$ cat config.mk
export PLATFORM = sky130hd
export DESIGN_NAME = mii_frame_tx
export DESIGN_NICKNAME = d
export VERILOG_FILES = /design/src/rtl/mii_tx_pkg.sv /design/src/rtl/mii_tx_crc.sv /design/src/rtl/mii_tx_hdr_sel.sv /design/src/rtl/mii_frame_tx.sv
export SDC_FILE = /design/constraint.sdc
export NUM_CORES = 1
export LEC_CHECK = 0
export ABC_AREA = 0
export BUFFER_PORTS_ARGS = -buffer_cell sky130_fd_sc_hd__buf_2
export CAP_MARGIN = 30
export CORE_MARGIN = 3
export CORE_UTILIZATION = 59
export CTS_BUF_LIST = sky130_fd_sc_hd__clkbuf_8
export DETAILED_ROUTE_END_ITERATION = 10
export HOLD_SLACK_MARGIN = 0.03
export PLACE_DENSITY = 0.86
export SETUP_SLACK_MARGIN = 0.02
export SYNTH_ARGS = -nofsm -noshare
export SYNTH_HDL_FRONTEND = slang
export SYNTH_SLANG_ARGS = --single-unit
$ cat constraint.sdc
create_clock -name clk -period 4.66 [get_ports clk]
set_clock_uncertainty 0.2 [all_clocks]
set_input_delay 0.932 -clock clk [delete_from_list [all_inputs] [get_ports clk]]
set_output_delay 0.932 -clock clk [all_outputs]
set_load 0.005 [all_outputs]
$ cat src/rtl/mii_tx_pkg.sv
package mii_tx_pkg;
   typedef enum logic [2:0] {
      ST_IDLE,
      ST_PRE,
      ST_HDR,
      ST_PAY,
      ST_PAD,
      ST_FCS,
      ST_GAP
   } tx_state_e;

   localparam int HDR_BYTES = 14;
   localparam int FCS_BYTES = 4;
   localparam logic [3:0] NIB_PRE = 4'h5;
   localparam logic [3:0] NIB_SFD = 4'hD;
   localparam logic [31:0] CRC32_REFL = 32'hEDB88320;
endpackage

$ cat src/rtl/mii_tx_crc.sv
module mii_tx_crc #(
   parameter int W = 32,
   parameter logic [W-1:0] POLY = mii_tx_pkg::CRC32_REFL,
   parameter int NB = 4
)(
   input  logic          clk,
   input  logic          rst_n,
   input  logic          init_i,
   input  logic          upd_i,
   input  logic          shift_i,
   input  logic [NB-1:0] nib_i,
   output logic [NB-1:0] fcs_nib_o
);
   logic [W-1:0] crc_q;
   logic [W-1:0] step;
   logic         fb;

   generate
      if (W % NB != 0) begin : g_bad_width
         $error("mii_tx_crc: W must be a multiple of NB");
      end
   endgenerate

   // LSB-first serial update, unrolled over one nibble
   always_comb begin
      step = crc_q;
      fb   = 1'b0;
      for (int b = 0; b < NB; b++) begin
         fb   = step[0] ^ nib_i[b];
         step = (step >> 1) ^ (fb ? POLY : '0);
      end
   end

   always_ff @(posedge clk) begin
      if (!rst_n)       crc_q <= '1;
      else if (init_i)  crc_q <= '1;
      else if (upd_i)   crc_q <= step;
      else if (shift_i) crc_q <= crc_q >> NB;
   end

   assign fcs_nib_o = ~crc_q[NB-1:0];
endmodule

$ cat src/rtl/mii_tx_hdr_sel.sv
module mii_tx_hdr_sel #(
   parameter int NBYTES = 14,
   localparam int IDX_W = $clog2(2 * NBYTES)
)(
   input  logic [8*NBYTES-1:0] hdr_i,
   input  logic [IDX_W-1:0]    idx_i,
   output logic [3:0]          nib_o
);
   localparam int SLOTS = 2 ** (IDX_W - 1);

   logic [7:0] byte_a [SLOTS];
   logic [7:0] sel_b;

   generate
      if (NBYTES < 1) begin : g_bad_n
         $error("mii_tx_hdr_sel: NBYTES must be positive");
      end
      for (genvar k = 0; k < SLOTS; k++) begin : g_slot
         if (k < NBYTES) begin : g_used
            assign byte_a[k] = hdr_i[8*(NBYTES-k)-1 -: 8];
         end else begin : g_fill
            assign byte_a[k] = 8'h00;
         end
      end
   endgenerate

   always_comb begin
      sel_b = byte_a[idx_i[IDX_W-1:1]];
      nib_o = idx_i[0] ? sel_b[7:4] : sel_b[3:0];
   end
endmodule

$ cat src/rtl/mii_frame_tx.sv
module mii_frame_tx #(
   parameter int PRE_BYTES = 8,
   parameter int MIN_PAY   = 46,
   parameter int IFG_NIBS  = 24
)(
   input  logic        clk,
   input  logic        rst_n,
   input  logic        start_i,
   input  logic [47:0] dst_i,
   input  logic [47:0] src_i,
   input  logic [15:0] len_i,
   input  logic [7:0]  pay_data_i,
   input  logic        pay_valid_i,
   input  logic        pay_last_i,
   output logic        pay_ready_o,
   output logic [3:0]  mii_txd_o,
   output logic        mii_txen_o,
   output logic        busy_o
);
   import mii_tx_pkg::*;

   localparam int PRE_NIBS = 2 * PRE_BYTES;
   localparam int HDR_NIBS = 2 * HDR_BYTES;
   localparam int FCS_NIBS = 2 * FCS_BYTES;
   localparam int M1       = (PRE_NIBS > HDR_NIBS) ? PRE_NIBS : HDR_NIBS;
   localparam int M2       = (M1 > IFG_NIBS) ? M1 : IFG_NIBS;
   localparam int CNT_MAX  = (M2 > FCS_NIBS) ? M2 : FCS_NIBS;
   localparam int CNT_W    = $clog2(CNT_MAX + 1);
   localparam int HIDX_W   = $clog2(HDR_NIBS);
   localparam int PC_W     = $clog2(MIN_PAY + 1);

   localparam logic [CNT_W-1:0] PRE_LAST = CNT_W'(PRE_NIBS - 1);
   localparam logic [CNT_W-1:0] HDR_LAST = CNT_W'(HDR_NIBS - 1);
   localparam logic [CNT_W-1:0] FCS_LAST = CNT_W'(FCS_NIBS - 1);
   localparam logic [CNT_W-1:0] IFG_LAST = CNT_W'(IFG_NIBS - 1);
   localparam logic [PC_W-1:0]  PAY_FULL = PC_W'(MIN_PAY);

   generate
      if (PRE_BYTES < 2) begin : g_bad_pre
         $error("mii_frame_tx: PRE_BYTES must be at least 2");
      end
      if (MIN_PAY < 1) begin : g_bad_pay
         $error("mii_frame_tx: MIN_PAY must be positive");
      end
      if (IFG_NIBS < 1) begin : g_bad_ifg
         $error("mii_frame_tx: IFG_NIBS must be positive");
      end
   endgenerate

   tx_state_e             state_q, state_d;
   logic [CNT_W-1:0]      cnt_q, cnt_d;
   logic                  ph_q, ph_d;
   logic [3:0]            hold_q, hold_d;
   logic                  last_q, last_d;
   logic [PC_W-1:0]       pcnt_q, pcnt_d;
   logic [3:0]            nib_d, txd_q;
   logic                  en_d, txen_q;
   logic [8*HDR_BYTES-1:0] hdr_q;
   logic                  crc_init, crc_upd, crc_shift;
   logic [3:0]            hdr_nib, fcs_nib;

   mii_tx_hdr_sel #(.NBYTES(HDR_BYTES)) u_hdr (
      .hdr_i (hdr_q),
      .idx_i (cnt_q[HIDX_W-1:0]),
      .nib_o (hdr_nib)
   );

   mii_tx_crc #(.W(32), .POLY(CRC32_REFL), .NB(4)) u_crc (
      .clk       (clk),
      .rst_n     (rst_n),
      .init_i    (crc_init),
      .upd_i     (crc_upd),
      .shift_i   (crc_shift),
      .nib_i     (nib_d),
      .fcs_nib_o (fcs_nib)
   );

   // next nibble and sequencing; each output nibble is registered at the edge that picks it
   always_comb begin
      state_d   = state_q;
      cnt_d     = cnt_q;
      ph_d      = ph_q;
      hold_d    = hold_q;
      last_d    = last_q;
      pcnt_d    = pcnt_q;
      nib_d     = 4'h0;
      en_d      = 1'b0;
      crc_init  = 1'b0;
      crc_upd   = 1'b0;
      crc_shift = 1'b0;
      unique case (state_q)
         ST_IDLE: begin
            if (start_i) begin
               state_d  = ST_PRE;
               cnt_d    = CNT_W'(1);
               nib_d    = NIB_PRE;
               en_d     = 1'b1;
               crc_init = 1'b1;
               pcnt_d   = '0;
               ph_d     = 1'b0;
            end
         end
         ST_PRE: begin
            en_d  = 1'b1;
            cnt_d = cnt_q + 1'b1;
            if (cnt_q == PRE_LAST) begin
               nib_d   = NIB_SFD;
               state_d = ST_HDR;
               cnt_d   = '0;
            end else begin
               nib_d = NIB_PRE;
            end
         end
         ST_HDR: begin
            en_d    = 1'b1;
            nib_d   = hdr_nib;
            crc_upd = 1'b1;
            cnt_d   = cnt_q + 1'b1;
            if (cnt_q == HDR_LAST) begin
               state_d = ST_PAY;
               cnt_d   = '0;
            end
         end
         ST_PAY: begin
            en_d    = 1'b1;
            crc_upd = 1'b1;
            if (!ph_q) begin
               nib_d  = pay_valid_i ? pay_data_i[3:0] : 4'h0;
               hold_d = pay_valid_i ? pay_data_i[7:4] : 4'h0;
               last_d = pay_valid_i & pay_last_i;
               ph_d   = 1'b1;
               if (pcnt_q != PAY_FULL) pcnt_d = pcnt_q + 1'b1;
            end else begin
               nib_d = hold_q;
               ph_d  = 1'b0;
               if (last_q) state_d = (pcnt_q == PAY_FULL) ? ST_FCS : ST_PAD;
            end
         end
         ST_PAD: begin
            en_d    = 1'b1;
            crc_upd = 1'b1;
            ph_d    = ~ph_q;
            if (!ph_q) pcnt_d = pcnt_q + 1'b1;
            else if (pcnt_q == PAY_FULL) state_d = ST_FCS;
         end
         ST_FCS: begin
            en_d      = 1'b1;
            nib_d     = fcs_nib;
            crc_shift = 1'b1;
            cnt_d     = cnt_q + 1'b1;
            if (cnt_q == FCS_LAST) begin
               state_d = ST_GAP;
               cnt_d   = '0;
            end
         end
         ST_GAP: begin
            cnt_d = cnt_q + 1'b1;
            if (cnt_q == IFG_LAST) begin
               state_d = ST_IDLE;
               cnt_d   = '0;
            end
         end
         default: state_d = ST_IDLE;
      endcase
   end

   always_ff @(posedge clk) begin
      if (!rst_n) begin
         state_q <= ST_IDLE;
         cnt_q   <= '0;
         ph_q    <= 1'b0;
         hold_q  <= '0;
         last_q  <= 1'b0;
         pcnt_q  <= '0;
         txd_q   <= '0;
         txen_q  <= 1'b0;
         hdr_q   <= '0;
      end else begin
         state_q <= state_d;
         cnt_q   <= cnt_d;
         ph_q    <= ph_d;
         hold_q  <= hold_d;
         last_q  <= last_d;
         pcnt_q  <= pcnt_d;
         txd_q   <= nib_d;
         txen_q  <= en_d;
         if (state_q == ST_IDLE && start_i) hdr_q <= {dst_i, src_i, len_i};
      end
   end

   assign pay_ready_o = (state_q == ST_PAY) && !ph_q;
   assign mii_txd_o   = txd_q;
   assign mii_txen_o  = txen_q;
   assign busy_o      = (state_q != ST_IDLE);
endmodule

==> impl_metrics.yaml, run 1 <==
global_route:
  grt_first_pass_wirelength_mm: 33.7
  overflow: 0
  antenna_found_initial: 0
  grt_start_max_net_pins: 96
  grt_pass1_vias: 6921
  grt_use_total_pct: 26.4
worst_setup_path:
  worstPathMaxFanout: 30
  crit_slowest_cell: "dfxtp_2"
  end_kind: "flip-flop"
  cp_data_arrival_time_ns: 4.10
  start_kind: "flip-flop"
  crit_type: "reg2reg"
  crit_chain: "ha_1 -> nand3_1 -> inv_1 -> ha_1 -> a21oi_1 -> a221oi_1 -> a211oi_2 -> xor2_2 -> xor2_2 -> xnor2_1 -> nor2_1 -> or4_1 -> o311a_1"
  worst_path_largest_cell_delay_ns: 0.80
  path_delay_family: "flip-flops"
  path_buf_inv: 1
  required_ns: 4.82
timing:
  postLayoutSetupSlackWorst_ns: 0.718
  setup_viol: 0
  fin_tns_setup_ns: 0
  post-route-min-period_ns: 3.94
  slew_viol_final: 0
  maxSlewHeadroom_pct: 37.6
  hold_violations: 0
  rsz0062_at_grt: "false"
  period_share_pct: 84.6
  fmax_mhz: 254
  worst_pin_slew_ns: 0.936
routing:
  drc: 0
  vias: 7389
  dr.pass1.iters: 5
  dr.first_iter.drc_count: 780
  via_per_inst: 5.79
  drt-total-wl_mm: 20.3
  routedWlPerCell_um: 15.9
  ant_nets: 0
cts:
  htree_levels: 4
  cts_max_path_buffers: 2
  cts_tree: "done"
  post_cts_buffers: 0
  hold_buffers: 0
  cts_buffers: 17
  worstSkewPairLatency_ns: 0.47
  path_clk_slew_ns: 0.09
  cts_resized: 0
  clkSinkCount: 169
  cts_root_buffer: "clkbuf_8"
logic_synthesis:
  yosysMostFrequentCell: "nand2_1"
  synth_area_leaders: "dfxtp_1 41%, nand2_1 12%, a21boi_0 11%"
  async_flop_share_pct: 0
  synth.cell_area_um2: 8260
  yosys_register_bits: 169
  ys_seq_area_share_pct: 41.0
  synth_nets: 1134
  synthFlopType: "dfxtp_1"
  yosysTopAreaCell: "dfxtp_1"
  ys_top_cells_by_count: "267 x nand2_1, 169 x dfxtp_1, 120 x a21boi_0, 60 x clkbuf_1, 35 x nor2_1"
  avgSynthCellArea_um2: 8.26
  synth_edf_count: 0
  synth_top_area_share_pct: 41.0
  yosysWarnings: 0
  synth_cell_types: 59
  synthCells: 1000
flow_run:
  max_cap_viol_count: 0
floorplan:
  core_um2: 13500
  start_util_pct: 61.4
  ios: 132
  die_y_um: 124
  die_w_um: 124
  die_area_um2: 15400
  row_count: 42
cells_and_area:
  syn2layout_area_growth_pct: 12.9
  fin_nets: 1224
  fillers: 1129
  diodes: 0
  final_layout_size_suffix_gt1_share_pct: 18.0
place:
  port_buffers: 131
  dp_slack_ns: 0.852
  dp_hpwl_mm: 14.5
  gp_congestion: 0.900
min_path:
  hold_class: "reg2reg"
power:
  p_per_area_nw_per_um2: 502
  vdd_drop_max_mv: 0.246
  power.leakage_nw: 3.52
outcome:
  status: "finished, final reports clean"
[flip-flops by register name, summed over array words and instances, names as in the netlist, 3 cells and up]
register / flops
cnt_q: 5
hold_q: 4
pcnt_q: 6
mii_txd_o: 4
state_q: 3
hdr_q: 112
u_crc.crc_q: 32
[where the power goes]
part           internal (mW)  switching (mW)
Sequential              1.73           0.216
Clock                  0.453           0.549
Combinational          0.621            1.11
[cells in the final DEF, fill, tap and decap left out, drive strengths merged, types with 4 or more instances in the layout]
cell,instances
o21ai,33
nand3,30
nor3,18
buf,146
xnor2,9
or4,4
nand4,4
mux4,14
dfxtp,169
and3,4
a21oi,29
o32ai,4
nor2b,7
a31oi,7
and2,6
nor2,35
a211oi,8
a21boi,120
o31ai,6
clkbuf,19
inv,25
o211ai,17
nand3b,4
nor4,4
xor2,9
or3,5
a22oi,5
nand2b,12
mux2i,27
a221oi,4
nand2,267
ha,9
o21a,4
[cells by family (layout without fill, tap and decap cells)]
group / Yosys count / after routing / synth area share [%]
AND/OR/NAND/NOR: 407 / 407 / 21.2
AO/OA/AOI/OAI: 260 / 260 / 22.3
flip-flops: 169 / 169 / 41.0
buffers and inverters: 96 / 197 / 4.74
multiplexers: 41 / 41 / 7.23
XOR/XNOR: 18 / 18 / 2.18
adder cells (fa/ha/maj): 9 / 9 / 1.36
[layout make-up]
cell class,count,area [µm²],share of cell area [%]
clock buffer,19,262,2.81
clock inverter,11,113,1.21
inverter,21,78.8,0.846
multi-input combinational,735,4490,48.2
sequential,169,3380,36.3
tap,176,220,2.36
timing repair buffer,146,768,8.24
[stage by stage]
| stage | hold WS (ns) | cell area, µm² | total power, mW | instances | utilization [%] |
|---|---|---|---|---|---|
| after global placement | 0.250 | 8940 | 3.61 | 1247 | 66.5 |
| after global routing | 0.284 | 9320 | 4.99 | 1277 | 69.3 |
| after CTS | 0.268 | 9320 | 4.66 | 1277 | 69.3 |
| after detailed placement | 0.255 | 8940 | 3.66 | 1247 | 66.5 |
| final | 0.266 | 9320 | 4.68 | 1277 | 69.3 |
| after floorplan | 0.236 | 8260 | 3.20 | 1000 | - |
[routing by layer]
layer  global-route usage [%]  wire length (µm)
met5                        0                 0
met4                     8.77               337
met3                     5.19              1310
met2                     41.7              9520
met1                     36.5              9180
[worst register-to-register path, cell delays in order, from the launching register on]
cell	delay [ns]
dfxtp_2	0.80
ha_1	0.33
nand3_1	0.12
inv_1	0.10
ha_1	0.19
a21oi_1	0.09
a221oi_1	0.44
a211oi_2	0.11
xor2_2	0.34
xor2_2	0.15
xnor2_1	0.28
nor2_1	0.14
or4_1	0.42
o311a_1	0.14
[path summary, 6_finish.rpt]
kind,start,endpoint,slack (ns),cells past startpoint
worst max register to register,cnt_q[1],u_crc.crc_q[26],0.72,13
worst min-delay path,hdr_q[86],hdr_q[86],0.27,2
worst min register to register,hdr_q[86],hdr_q[86],0.27,2
worst max-delay path,cnt_q[1],u_crc.crc_q[26],0.72,13
(Power assumes the default switching activity.)
==> run 2, diff against run 1 <==
--- a/config.mk
+++ b/config.mk
@@ -9,11 +9,11 @@
 export BUFFER_PORTS_ARGS = -buffer_cell sky130_fd_sc_hd__buf_2
 export CAP_MARGIN = 30
 export CORE_MARGIN = 3
-export CORE_UTILIZATION = 59
+export CORE_UTILIZATION = 53
 export CTS_BUF_LIST = sky130_fd_sc_hd__clkbuf_8
 export DETAILED_ROUTE_END_ITERATION = 10
 export HOLD_SLACK_MARGIN = 0.03
-export PLACE_DENSITY = 0.86
+export PLACE_DENSITY = 0.81
 export SETUP_SLACK_MARGIN = 0.02
 export SYNTH_ARGS = -nofsm -noshare
 export SYNTH_HDL_FRONTEND = slang
==> constraint.sdc (replaced) <==
create_clock -name clk -period 3.5 [get_ports clk]
set_clock_uncertainty 0.2 [all_clocks]
set_input_delay 0.7 -clock clk [delete_from_list [all_inputs] [get_ports clk]]
set_output_delay 0.7 -clock clk [all_outputs]
set_load 0.005 [all_outputs]
==> run 2 against run 1 <==
Effect of this change:
- count of clock-buffer cells in the layout rose by 1
- critical path depth fell by 2
- register-to-register slack worse by 0.51 ns
- via count fell by 0.87%
- global-route usage fell by 2.1 points
- core utilization fell by 5.3 points
- first-iteration DRC count decreased by 27%
- critical path type unchanged
- largest cell class unchanged
==> impl_metrics.yaml, run 2 (same netlist as run 1, synthesis figures left out) <==
outcome:
  status: "finished, final reports clean"
cts:
  path_clk_slew_ns: 0.09
  clkSinkCount: 169
  worstSkewPairLatency_ns: 0.48
  cts_max_path_buffers: 2
  post_cts_buffers: 0
  cts_resized: 0
  cts_root_buffer: "clkbuf_8"
  htree_levels: 4
  cts_buffers: 17
  hold_buffers: 0
  cts_tree: "done"
routing:
  drc: 0
  vias: 7325
  dr.pass1.iters: 5
  dr.first_iter.drc_count: 568
  via_per_inst: 5.62
  drt-total-wl_mm: 20.3
  ant_nets: 0
  routedWlPerCell_um: 15.6
timing:
  hold_violations: 0
  slew_viol_final: 0
  worst_pin_slew_ns: 1.07
  postLayoutSetupSlackWorst_ns: 0.209
  post-route-min-period_ns: 3.29
  maxSlewHeadroom_pct: 28.6
  rsz0062_at_grt: "true"
  fin_tns_setup_ns: 0
  fmax_mhz: 304
  period_share_pct: 94.0
  setup_viol: 0
cells_and_area:
  reg_top3: "hdr_q: 112 flops, u_crc.crc_q: 32 flops, pcnt_q: 6 flops"
  final-seq-area_um2: 3390
  final_cells: 1303
  fillers: 1285
  top_register: "hdr_q"
  fin_util_pct: 64.0
  fin_nets: 1240
  diodes: 0
  most-common-layout-cells: "267 x nand2_1, 166 x dfxtp_1, 131 x buf_2, 120 x a21boi_0, 34 x nor2_1"
  final_layout_size_suffix_gt1_share_pct: 19.6
  largest_reg_flops: 112
  syn2layout_area_growth_pct: 15.2
  multi_input_area_um2: 4500
  final_common_cell: "nand2_1"
worst_setup_path:
  start_kind: "flip-flop"
  crit_slowest_cell: "mux4_1"
  crit_top_cell: "xor2_2"
  r2r_slack_ns: 0.21
  worstPathMaxFanout: 20
  end_kind: "flip-flop"
  cp_data_arrival_time_ns: 3.46
  crit_chain: "buf_12 -> mux4_1 -> nand3_1 -> a31oi_1 -> a211oi_2 -> xor2_2 -> xor2_2 -> xnor2_1 -> nor2_1 -> or4_1 -> o311a_1"
  worst_path_largest_cell_delay_ns: 0.58
  crit_type: "reg2reg"
  required_ns: 3.67
place:
  dp_hpwl_mm: 14.8
  dp_slack_ns: 0.145
  gp_congestion: 0.925
  placed_cells: 1271
  port_buffers: 131
global_route:
  grt_pass1_vias: 6923
  overflow: 0
  grt_use_total_pct: 24.3
  antenna_found_initial: 0
  grt_start_max_net_pins: 113
  grt_first_pass_wirelength_mm: 33.0
min_path:
  hold_class: "in2reg"
floorplan:
  die_y_um: 131
  core_um2: 14900
  row_count: 44
  ios: 132
  start_util_pct: 55.5
  die_area_um2: 17100
  die_w_um: 131
flow_run:
  max_cap_viol_count: 0
power:
  vdd_drop_max_mv: 0.569
  power.leakage_nw: 3.63
  p_per_area_nw_per_um2: 671
  p_total_mw: 6.38
## run 2: cell count changes in the layout (fill, tap and decap cells not counted), sizes merged
cell    change
inv         +1
clkbuf      +1
buf        +16
## run 2: routing by layer
layer	track usage, %	share of wire [%]	vias up
li1	-	-	3684
met1	32.0	45	3365
met2	38.4	46	238
met3	5.81	6.6	38
met4	9.92	2.3	0
met5	0	0	-
## run 2: path summary, 6_finish.rpt
path | from | endpoint | cells after the start
max reg2reg | cnt_q[1] | u_crc.crc_q[26] | 11
min | dst_i[4] | hdr_q[68] | 3
min reg2reg | hdr_q[13] | hdr_q[13] | 2
max | cnt_q[1] | u_crc.crc_q[26] | 11
## run 2: cell type report
class,instances,area share [%]
Tap cell,184,2.42
Clock inverter,12,1.21
Multi-Input combinational cell,735,47.3
Sequential cell,169,35.6
Timing Repair Buffer,162,9.74
Inverter,21,0.829
Clock buffer,20,2.89
## run 2: metrics by stage
stage               hold slack (ns)  area (µm²)
finish                        0.258        9510
global route                  0.233        9510
CTS                           0.230        9500
detailed placement            0.257        9110
global placement              0.247        9110
floorplan                     0.236        8260
## run 2: power by group
| part | total [mW] | switching (mW) | leakage, nW | internal [mW] |
|---|---|---|---|---|
| registers | 2.55 | 0.254 | 1.38 | 2.30 |
| logic | 2.47 | 1.53 | 2.05 | 0.947 |
| clock network | 1.36 | 0.727 | 0.197 | 0.628 |
## run 2: worst max-delay path, delay by kind of cell (launching register included)
kind,cells,cell delay [ns]
AOI/OAI and AO/OA,3,0.56
xor gates and xnor gates,3,0.59
buffers and inverters,1,0.17
DFF,1,0.36
muxes,1,0.58
and+or+nand+nor,3,0.72
